$ cat src/rtl/wiper_i2c_pkg.sv
package wiper_i2c_pkg;
  localparam int BYTE_W = 8;

  typedef enum logic [2:0] {
    ST_IDLE,
    ST_ADDR,
    ST_AACK,
    ST_WDATA,
    ST_WACK,
    ST_RDATA,
    ST_RACK,
    ST_SKIP
  } slv_state_e;
endpackage

$ cat src/rtl/i2c_line_sync.sv
module i2c_line_sync #(
  parameter int STAGES = 2,
  parameter int WIDTH  = 2
) (
  input  logic             clk,
  input  logic             rst_n,
  input  logic [WIDTH-1:0] d_i,
  output logic [WIDTH-1:0] q_o
);
  logic [WIDTH-1:0] pipe_q [STAGES];

  genvar s;
  generate
    for (s = 0; s < STAGES; s++) begin : g_stage
      if (s == 0) begin : g_first
        always_ff @(posedge clk or negedge rst_n) begin
          if (!rst_n) pipe_q[0] <= '1;
          else        pipe_q[0] <= d_i;
        end
      end else begin : g_next
        always_ff @(posedge clk or negedge rst_n) begin
          if (!rst_n) pipe_q[s] <= '1;
          else        pipe_q[s] <= pipe_q[s-1];
        end
      end
    end
  endgenerate

  assign q_o = pipe_q[STAGES-1];
endmodule

$ cat src/rtl/i2c_bus_cond.sv
module i2c_bus_cond (
  input  logic clk,
  input  logic rst_n,
  input  logic scl_s,
  input  logic sda_s,
  output logic scl_rise,
  output logic scl_fall,
  output logic start_det,
  output logic stop_det
);
  logic scl_q, sda_q;

  always_ff @(posedge clk or negedge rst_n) begin
    if (!rst_n) begin
      scl_q <= 1'b1;
      sda_q <= 1'b1;
    end else begin
      scl_q <= scl_s;
      sda_q <= sda_s;
    end
  end

  assign scl_rise  = scl_s & ~scl_q;
  assign scl_fall  = ~scl_s & scl_q;
  assign start_det = scl_s & scl_q & sda_q & ~sda_s;
  assign stop_det  = scl_s & scl_q & ~sda_q & sda_s;
endmodule

$ cat src/rtl/wiper_slave_fsm.sv
module wiper_slave_fsm
  import wiper_i2c_pkg::*;
#(
  parameter logic [6:0] DEV_ADDR = 7'b0101110,
  parameter int         WIPER_W  = 7
) (
  input  logic               clk,
  input  logic               rst_n,
  input  logic               scl_s,
  input  logic               sda_s,
  input  logic               scl_rise,
  input  logic               scl_fall,
  input  logic               start_det,
  input  logic               stop_det,
  input  logic [WIPER_W-1:0] wiper_i,
  output logic               load_en,
  output logic [WIPER_W-1:0] load_val,
  output logic               sda_oe
);
  localparam int CNT_W = $clog2(BYTE_W + 1);
  localparam int PAD_W = BYTE_W - WIPER_W;
  localparam logic [CNT_W-1:0] FULL = CNT_W'(BYTE_W);

  slv_state_e         state_q, state_d;
  logic [CNT_W-1:0]   cnt_q, cnt_d;
  logic [BYTE_W-1:0]  sh_q, sh_d;
  logic [BYTE_W-1:0]  tx_q, tx_d;
  logic               oe_q, oe_d;
  logic               rw_q, rw_d;
  logic               nack_q, nack_d;
  logic [BYTE_W-1:0]  rd_byte;

  assign rd_byte = {{PAD_W{1'b0}}, wiper_i};

  always_comb begin
    state_d  = state_q;
    cnt_d    = cnt_q;
    sh_d     = sh_q;
    tx_d     = tx_q;
    oe_d     = oe_q;
    rw_d     = rw_q;
    nack_d   = nack_q;
    load_en  = 1'b0;
    load_val = sh_q[WIPER_W-1:0];
    if (start_det) begin
      state_d = ST_ADDR;
      cnt_d   = '0;
      oe_d    = 1'b0;
    end else if (stop_det) begin
      state_d = ST_IDLE;
      oe_d    = 1'b0;
    end else begin
      unique case (state_q)
        ST_ADDR, ST_WDATA: begin
          if (scl_rise) begin
            sh_d  = {sh_q[BYTE_W-2:0], sda_s};
            cnt_d = cnt_q + 1'b1;
          end else if (scl_fall && cnt_q == FULL) begin
            if (state_q == ST_WDATA) begin
              load_en = 1'b1;
              oe_d    = 1'b1;
              state_d = ST_WACK;
            end else if (sh_q[BYTE_W-1:1] == DEV_ADDR) begin
              oe_d    = 1'b1;
              rw_d    = sh_q[0];
              state_d = ST_AACK;
            end else begin
              state_d = ST_SKIP;
            end
          end
        end
        ST_AACK: begin
          if (scl_fall) begin
            cnt_d = '0;
            if (rw_q) begin
              tx_d    = rd_byte;
              oe_d    = ~rd_byte[BYTE_W-1];
              state_d = ST_RDATA;
            end else begin
              oe_d    = 1'b0;
              state_d = ST_WDATA;
            end
          end
        end
        ST_WACK: begin
          if (scl_fall) begin
            oe_d    = 1'b0;
            cnt_d   = '0;
            state_d = ST_WDATA;
          end
        end
        ST_RDATA: begin
          if (scl_rise) begin
            cnt_d = cnt_q + 1'b1;
          end else if (scl_fall) begin
            if (cnt_q == FULL) begin
              oe_d    = 1'b0;
              state_d = ST_RACK;
            end else begin
              tx_d = {tx_q[BYTE_W-2:0], 1'b0};
              oe_d = ~tx_q[BYTE_W-2];
            end
          end
        end
        ST_RACK: begin
          if (scl_rise) begin
            nack_d = sda_s;
          end else if (scl_fall) begin
            if (nack_q) begin
              state_d = ST_SKIP;
            end else begin
              tx_d    = rd_byte;
              oe_d    = ~rd_byte[BYTE_W-1];
              cnt_d   = '0;
              state_d = ST_RDATA;
            end
          end
        end
        default: ;
      endcase
    end
  end

  always_ff @(posedge clk or negedge rst_n) begin
    if (!rst_n) begin
      state_q <= ST_IDLE;
      cnt_q   <= '0;
      sh_q    <= '0;
      tx_q    <= '0;
      oe_q    <= 1'b0;
      rw_q    <= 1'b0;
      nack_q  <= 1'b1;
    end else begin
      state_q <= state_d;
      cnt_q   <= cnt_d;
      sh_q    <= sh_d;
      tx_q    <= tx_d;
      oe_q    <= oe_d;
      rw_q    <= rw_d;
      nack_q  <= nack_d;
    end
  end

  assign sda_oe = oe_q;

  AST_OE_SCL_LOW: assert property (@(posedge clk) disable iff (!rst_n)
    !$stable(oe_q) |-> !scl_s) else $error("oe moved with SCL high");
  AST_SKIP_RELEASED: assert property (@(posedge clk) disable iff (!rst_n)
    (state_q == ST_SKIP) |-> !oe_q) else $error("driving while skipping");
  AST_STOP_IDLE: assert property (@(posedge clk) disable iff (!rst_n)
    stop_det |=> (state_q == ST_IDLE && !oe_q)) else $error("stop not idle");
  AST_READ_LEAD_ZERO: assert property (@(posedge clk) disable iff (!rst_n)
    (state_q == ST_AACK && scl_fall && rw_q && !start_det && !stop_det) |=> oe_q)
    else $error("read first bit not zero");
endmodule

$ cat src/rtl/wiper_reg.sv
module wiper_reg #(
  parameter int                 WIPER_W = 7,
  parameter logic [WIPER_W-1:0] PRESET  = 7'h40
) (
  input  logic               clk,
  input  logic               rst_n,
  input  logic               load_en,
  input  logic [WIPER_W-1:0] load_val,
  output logic [WIPER_W-1:0] wiper_q
);
  logic [WIPER_W-1:0] wiper_d;

  always_comb begin
    wiper_d = wiper_q;
    if (load_en) wiper_d = load_val;
  end

  always_ff @(posedge clk or negedge rst_n) begin
    if (!rst_n) wiper_q <= PRESET;
    else        wiper_q <= wiper_d;
  end
endmodule

$ cat src/rtl/i2c_wiper_slave.sv
module i2c_wiper_slave #(
  parameter logic [6:0] DEV_ADDR    = 7'b0101110,
  parameter int         WIPER_W     = 7,
  parameter logic [WIPER_W-1:0] PRESET = 7'h40,
  parameter int         SYNC_STAGES = 2
) (
  input  logic               clk,
  input  logic               rst_n,
  input  logic               scl_i,
  input  logic               sda_i,
  output logic               sda_oe_o,
  output logic [WIPER_W-1:0] wiper_o
);
  logic [1:0] line_s;
  logic scl_rise, scl_fall, start_det, stop_det;
  logic load_en;
  logic [WIPER_W-1:0] load_val;

  i2c_line_sync #(.STAGES(SYNC_STAGES), .WIDTH(2)) u_sync (
    .clk(clk), .rst_n(rst_n), .d_i({scl_i, sda_i}), .q_o(line_s)
  );

  i2c_bus_cond u_cond (
    .clk(clk), .rst_n(rst_n), .scl_s(line_s[1]), .sda_s(line_s[0]),
    .scl_rise(scl_rise), .scl_fall(scl_fall),
    .start_det(start_det), .stop_det(stop_det)
  );

  wiper_slave_fsm #(.DEV_ADDR(DEV_ADDR), .WIPER_W(WIPER_W)) u_fsm (
    .clk(clk), .rst_n(rst_n), .scl_s(line_s[1]), .sda_s(line_s[0]),
    .scl_rise(scl_rise), .scl_fall(scl_fall),
    .start_det(start_det), .stop_det(stop_det),
    .wiper_i(wiper_o), .load_en(load_en), .load_val(load_val),
    .sda_oe(sda_oe_o)
  );

  wiper_reg #(.WIPER_W(WIPER_W), .PRESET(PRESET)) u_reg (
    .clk(clk), .rst_n(rst_n), .load_en(load_en), .load_val(load_val),
    .wiper_q(wiper_o)
  );

  AST_WIPER_ONLY_ON_BYTE: assert property (@(posedge clk) disable iff (!rst_n)
    !$stable(wiper_o) |-> $past(load_en)) else $error("wiper moved without byte");
endmodule

$ cat config.mk
export PLATFORM = sky130hd
export DESIGN_NAME = i2c_wiper_slave
export DESIGN_NICKNAME = d
export VERILOG_FILES = /design/src/rtl/wiper_i2c_pkg.sv /design/src/rtl/i2c_line_sync.sv /design/src/rtl/i2c_bus_cond.sv /design/src/rtl/wiper_slave_fsm.sv /design/src/rtl/wiper_reg.sv /design/src/rtl/i2c_wiper_slave.sv
export SDC_FILE = /design/constraint.sdc
export NUM_CORES = 1
export LEC_CHECK = 0
export ABC_AREA = 1
export BUFFER_PORTS_ARGS = -buffer_cell sky130_fd_sc_hd__buf_2
export CAP_MARGIN = 0
export CORE_UTILIZATION = 40
export CTS_CLUSTER_SIZE = 24
export DETAILED_ROUTE_END_ITERATION = 16
export PLACE_DENSITY = 0.56
export SYNTH_ARGS = -nofsm -noshare
export SYNTH_HDL_FRONTEND = slang
export SYNTH_SLANG_ARGS = --single-unit
$ cat constraint.sdc
create_clock -name clk -period 1.38 [get_ports clk]
set_input_delay 0.276 -clock clk [delete_from_list [all_inputs] [get_ports clk]]
set_output_delay 0.276 -clock clk [all_outputs]
set_load 0.02 [all_outputs]
; ---- Word level (Yosys, flattened, before mapping)
; Cells that the tools add are included.
[totals]
regBits = 38
inputBits = 4
out_inout_bits = 8
word_cells = 131
[classes]
add_sub_neg = 1
eq_ne = 33
muxes = 55
bitwise_logic = 16
reduce_logical = 14
[ops]
columns = operator, count
row1 = $mux 7, 8
row2 = $mux 3, 14
row3 = $mux 4, 7
row4 = $ne 4x3->1 const B, 6
row5 = $reduce_and 11->1, 2
row6 = $mux 1, 21
row7 = $pmux 7 s3, 1
row8 = $ne 4x4->1 const B, 4
row9 = $pmux 3 s5, 1
row10 = $reduce_and 7->1, 2
row11 = $pmux 4 s3, 1
row12 = $ne 2x2->1 const B, 5
row13 = $reduce_and 10->1, 1
row14 = $eq 3x3->1 const B, 3
row15 = $not 1->1, 9
row16 = $ne 2x1->1 const B, 4
row17 = $reduce_and 4->1, 2
row18 = $and 1x1->1, 7
row19 = $eq 7x6->1 const B, 1
row20 = $reduce_bool 7->1, 1
row21 = $eq 3x2->1 const B, 2
row22 = $ne 3x1->1 const B, 2
row23 = $ne 3x3->1 const B, 2
row24 = $ne 5x3->1 const B, 1
row25 = 11 further kinds, 12

; ---- Longest topological paths before layout
[depth]
word_depth = 8
depth_mapped = 12

; ---- Cells and area by module
; Synthesis repeated with hierarchy kept, for this count alone.
[unflattened]
hier_cells = 275
area_unflattened_um2 = 2165.8
[modules_own_cells]
columns = mod, n_inst, cells_each, area_per_inst_um2
row1 = wiper_slave_fsm, 1, 226, 1681.6
row2 = wiper_reg, 1, 30, 270.3
row3 = i2c_line_sync, 1, 6, 120.1
row4 = i2c_bus_cond, 1, 13, 93.8

; ---- Least setup slack after synthesis
; Ideal clock, no wire load.
[synth_timing]
kind = reg2reg
start = register u_sync.pipe_q, in the netlist u_sync.q_o[0]
end = register u_fsm.tx_q[0]
setup_ps = 117
arrival_ps = 1389
required_time_ps = 1263
path_slack_ps = -126
stages_incl_launch_ff = 8
path_buffers = 0
period_less_slack_ps = 1506
path_cell_list = dfstp_2 inv_1 nand4_2 nand2_1 a211oi_4 nand2_2 nand2_1 nand2_1
[synth_between]
elab_chain_len = 4
elab_cells_between_ends = 6
cone_classes = bitwise (5) / reduce/logical (1)
[synth_rtl]
columns = item, line_no
row1 = "start, declared", i2c_line_sync.sv:10  ; logic [WIDTH-1:0] pipe_q [STAGES];
row2 = "start signal, assigned by index", i2c_line_sync.sv:23  ; else pipe_q[s] <= pipe_q[s-1];
row3 = $not 1->1, i2c_bus_cond.sv:25  ; assign start_det = scl_s & scl_q & sda_q & ~sda_s;
row4 = $and 1x1->1, i2c_bus_cond.sv:25
row5 = $not 1->1 (no line), --
row6 = $reduce_and 11->1 (no line) *, --
row7 = "end signal, assigned", wiper_slave_fsm.sv:137  ; tx_q <= tx_d;
row8 = "end, declared", wiper_slave_fsm.sv:27  ; logic [BYTE_W-1:0] tx_q, tx_d;
; Every way passes the cells marked *; elsewhere a longest branch is shown, timed or not.
; A chain may end at the register's enable or synchronous reset.

; ---- Worst setup path after layout
[layout_timing]
start = register u_cond.scl_q
end = register u_fsm.cnt_q[0]
[layout_between]
elab_chain_len = 5
elab_cells_between_ends = 17
cone_classes = eq/ne (6) / mux (1) / bitwise (8) / reduce/logical (2)
[layout_rtl]
columns = item, line_no
row1 = "start, declared", i2c_bus_cond.sv:11  ; logic scl_q, sda_q;
row2 = "start signal, assigned", i2c_bus_cond.sv:18  ; scl_q <= scl_s;
row3 = $and 1x1->1, "i2c_bus_cond.sv:25, i2c_bus_cond.sv:26"
row4 = "$and 1x1->1, on equally long branches (2 in a row)", "i2c_bus_cond.sv:25, i2c_bus_cond.sv:26"
row5 = $ne 3x2->1 (no line) (tied with other cells), --
row6 = $reduce_and 7->1 (no line), --
row7 = "end signal, assigned", wiper_slave_fsm.sv:135  ; cnt_q <= cnt_d;
row8 = "end, declared", wiper_slave_fsm.sv:25  ; logic [CNT_W-1:0] cnt_q, cnt_d;
; Parallel ways exist; a longest one is shown, timed or not.

==> impl_metrics.py <==
metrics = {
    "run_status": {
        "status": "complete, but fails checks",
        "violations": "negative setup slack",
    },
    "die": {
        "rows": 25,
        "dieArea_mm2": 0.00530,
        "start_util_pct": 41.9,
        "die_w_um": 72.8,
        "io_pins": 12,
        "coreArea_mm2": 0.00479,
        "die_y_um": 72.8,
    },
    "layout": {
        "area_delta_synth_final_pct": 45.2,
        "final_core_util_pct": 60.9,
        "drive_gt1_share_pct": 43.0,
        "diodes": 0,
        "final_area_mm2": 0.00291,
        "nets": 335,
    },
    "timing": {
        "hold_violations": 0,
        "fin_crit_sh_pct": 111,
        "min_period_ns": 1.54,
        "fin_ws_ns": -0.157,
        "slew_headroom_pct": 77.0,
        "finClkSkew_ns": 0.0120,
        "rsz0062_at_grt": "true",
        "fmax_mhz": 651,
        "worstMarginPinSlew_ns": 0.342,
        "drv_slew": 0,
        "setup_viol": 31,
    },
    "grt": {
        "use_met1_pct": 28.3,
        "grtUsageMet2_pct": 32.5,
        "grt_usage_pct": 20.9,
        "grt_pass1_vias": 1848,
        "overflow": 0,
        "grt_max_degree": 28,
        "antenna_found_initial": 0,
        "grt_pass1_wl_um": 8450,
        "grt_use_met3_pct": 4.97,
        "busiest_layer": "met2",
    },
    "clock_network": {
        "cts.sinks": 38,
        "path_clk_slew_ns": 0.08,
        "clkLatencyLatePin_ns": 0.29,
        "cts_tree": "done",
        "h-tree-depth": 2,
        "cts_inserted_buffers": 5,
        "cts_buffer_depth": 2,
        "root_buffer": "clkbuf_8",
    },
    "power": {
        "power_frac_comb_pct": 53.6,
        "p_leak_uw": 0.00146,
        "peakVddDrop_mv": 0.936,
        "power_switching_share_pct": 40.3,
        "p_int_uw": 3290,
        "seqPwrFrac_pct": 28.6,
        "power_uw": 5510,
        "p_sw_uw": 2220,
        "powerDensity_mw_per_mm2": 1890,
        "clkPwrFrac_pct": 17.8,
    },
    "placement": {
        "place_congestion": 0.900,
        "portBuffers": 11,
        "dp_hpwl_um": 3470,
        "place_area_mm2": 0.00249,
    },
    "hold_path": {
        "worstHoldStart": "scl_i",
        "hp-class": "in2reg",
        "worstHoldPathCells": 1,
        "hold_end": "u_sync.pipe_q[3]$_DFF_PN1_",
    },
    "route": {
        "vias": 1920,
        "route.detailed.drc": 0,
        "wirelength_um": 5020,
        "wire_per_inst_um": 12.6,
        "routed_via_density": 4.84,
        "dr.pass1.iters": 4,
        "initialDrtViolationCount": 82,
        "detail-route-antenna-nets": 0,
    },
    "synthesis": {
        "synthesis.nets": 267,
        "synth-async-reset-ratio_pct": 100,
        "synth_flop_cell": "dfrtp_1",
        "synth_area_leaders": "dfrtp_1 37%, nand2_1 18%, dfstp_2 10%",
        "yosys_warnings": 0,
        "yosysTopAreaCellShare_pct": 37.4,
        "synth_edf_count": 0,
        "ys_ff_latch": 38,
        "synthCells": 261,
        "synth.most_common_cell": "nand2_1",
        "ys_top_cells_by_count": "98 x nand2_1, 30 x dfrtp_1, 24 x nand3_1",
        "ys_types": 30,
        "netlist.top_cell.by_area": "dfrtp_1",
        "syn_area_per_cell_um2": 7.68,
        "ys_seq_area_share_pct": 47.9,
        "synth_area_mm2": 0.00201,
    },
    "setup_path": {
        "critical_path_class": "reg2reg",
        "path_max_fanout": 8,
        "reg2reg_slack_ns": -0.16,
        "r2r_cells": 8,
        "arrival_ns": 1.72,
        "worst_setup_path_end_kind": "flip-flop",
        "rr_endpoint": "u_fsm.cnt_q[0]$_DFFE_PN0P_",
        "r2r-start": "u_cond.scl_q$_DFF_PN1_",
        "cp.required_ns": 1.56,
        "worstSetupStartpointType": "flip-flop",
    },
    "flow_run": {
        "drv_cap": 0,
    },
}
## through the flow
step | setup slack (ns) | setup TNS [ns] | std cells | hold WS (ns)
detailed placement | -0.262 | -3.02 | 375 | 0.189
CTS | -0.121 | -1.68 | 391 | 0.0777
finish | -0.157 | -2.60 | 397 | 0.0887
global route | -0.262 | -5.27 | 397 | 0.0726
global placement | -0.248 | -3.03 | 375 | 0.190
floorplan | -0.0832 | -0.893 | 261 | -0.0196
## sequential cells by signal, summed over array words and instances, names as in the netlist
register       count
u_fsm.sh_q         8
u_fsm.tx_q         7
u_reg.wiper_q      7
u_fsm.cnt_q        4
u_fsm.state_q      3
u_sync.pipe_q      2
u_sync.q_o         2
u_cond.scl_q       1
u_cond.sda_q       1
u_fsm.nack_q       1
u_fsm.rw_q         1
u_fsm.sda_oe       1
## power by group through the flow
| stage | Sequential (uW) | Clock [uW] | Combinational [uW] |
|---|---|---|---|
| after detailed placement | 1570 | 0 | 2480 |
| after global placement | 1580 | 0 | 2460 |
| final | 1580 | 982 | 2950 |
| after CTS | 1570 | 1010 | 2630 |
| after floorplan | 1480 | 0 | 1540 |
| after global routing | 1600 | 1050 | 3290 |
## routing by layer
metal  vias to the layer above  share of wire (%)
li1                        973                  -
met1                       912                 47
met2                        30                 49
met3                         5                3.3
met4                         0                1.0
met5                         -                  0
## critical path, cell delays in order (launching register included)
cell and delay [ns]:
dfstp_2 0.61, nand2_4 0.11, buf_6 0.14, o21ai_1 0.14, nand3_1 0.10, nand2_1 0.11, nand2_4 0.09, nand2_1 0.08
o21ai_1 0.06
## cell families (layout without fill, tap and decap cells)
kind of cell    Yosys count  after routing  share of synthesized area [%]
compound gates           32             32                           9.73
simple gates            157            157                           33.7
xor+xnor                  1              1                          0.437
fa+ha+maj                 2              2                           1.25
buf+inv                  31            100                           6.92
flops                    38             38                           47.9
## worst max path at each step
stage | startpoint | to | slack (ns) | depth (start not counted)
4_1_cts | u_cond.scl_q$_DFF_PN1_ | u_fsm.sda_oe$_DFFE_PN0P_ | -0.12 | 8
2_1_floorplan | u_cond.sda_q$_DFF_PN1_ | u_fsm.tx_q[0]$_DFFE_PN0P_ | -0.08 | 7
3_3_place_gp | u_sync.q_o[0]$_DFF_PN1_ | u_fsm.state_q[1]$_DFFE_PN0P_ | -0.25 | 9
6_report | u_cond.scl_q$_DFF_PN1_ | u_fsm.cnt_q[0]$_DFFE_PN0P_ | -0.16 | 8
3_5_place_dp | u_cond.sda_q$_DFF_PN1_ | u_fsm.state_q[1]$_DFFE_PN0P_ | -0.26 | 9
5_1_grt | u_cond.scl_q$_DFF_PN1_ | u_fsm.cnt_q[3]$_DFFE_PN0P_ | -0.26 | 8
## layout by cell type (no fill, tap or decap), types with 2 or more instances in the layout
cell type and instances:
a21oi_1 2, buf_12 5, buf_2 11, buf_4 42
buf_6 7, clkbuf_8 6, dfrtp_1 27, dfrtp_2 3
dfstp_2 8, inv_1 14, inv_2 10, inv_4 2
nand2_1 83, nand2_2 15, nand2_4 3, nand3_1 16
nand3_2 7, nand3_4 2, nand4_1 3, nor2_1 12
nor2_2 7, nor2_4 4, o21ai_0 2, o21ai_1 21
## repair_timing
action,4_1_cts,5_1_grt
hold endpoints to repair,11,0
gates cloned,0,1
pin swaps,8,8
setup endpoints to repair,30,32
buffers inserted,7,5
resized for setup,21,39
hold buffers,1,0
## area by class of cell
class                      instances  area [um^2]
clock buffer                       7         86.3
clock inverter                     1         30.0
fill                             421         1870
inverter                          26          103
multi-input combinational        192         1090
sequential                        38          965
tap                               67         83.8
timing repair buffer              66          559
(Power assumes the default switching activity.)
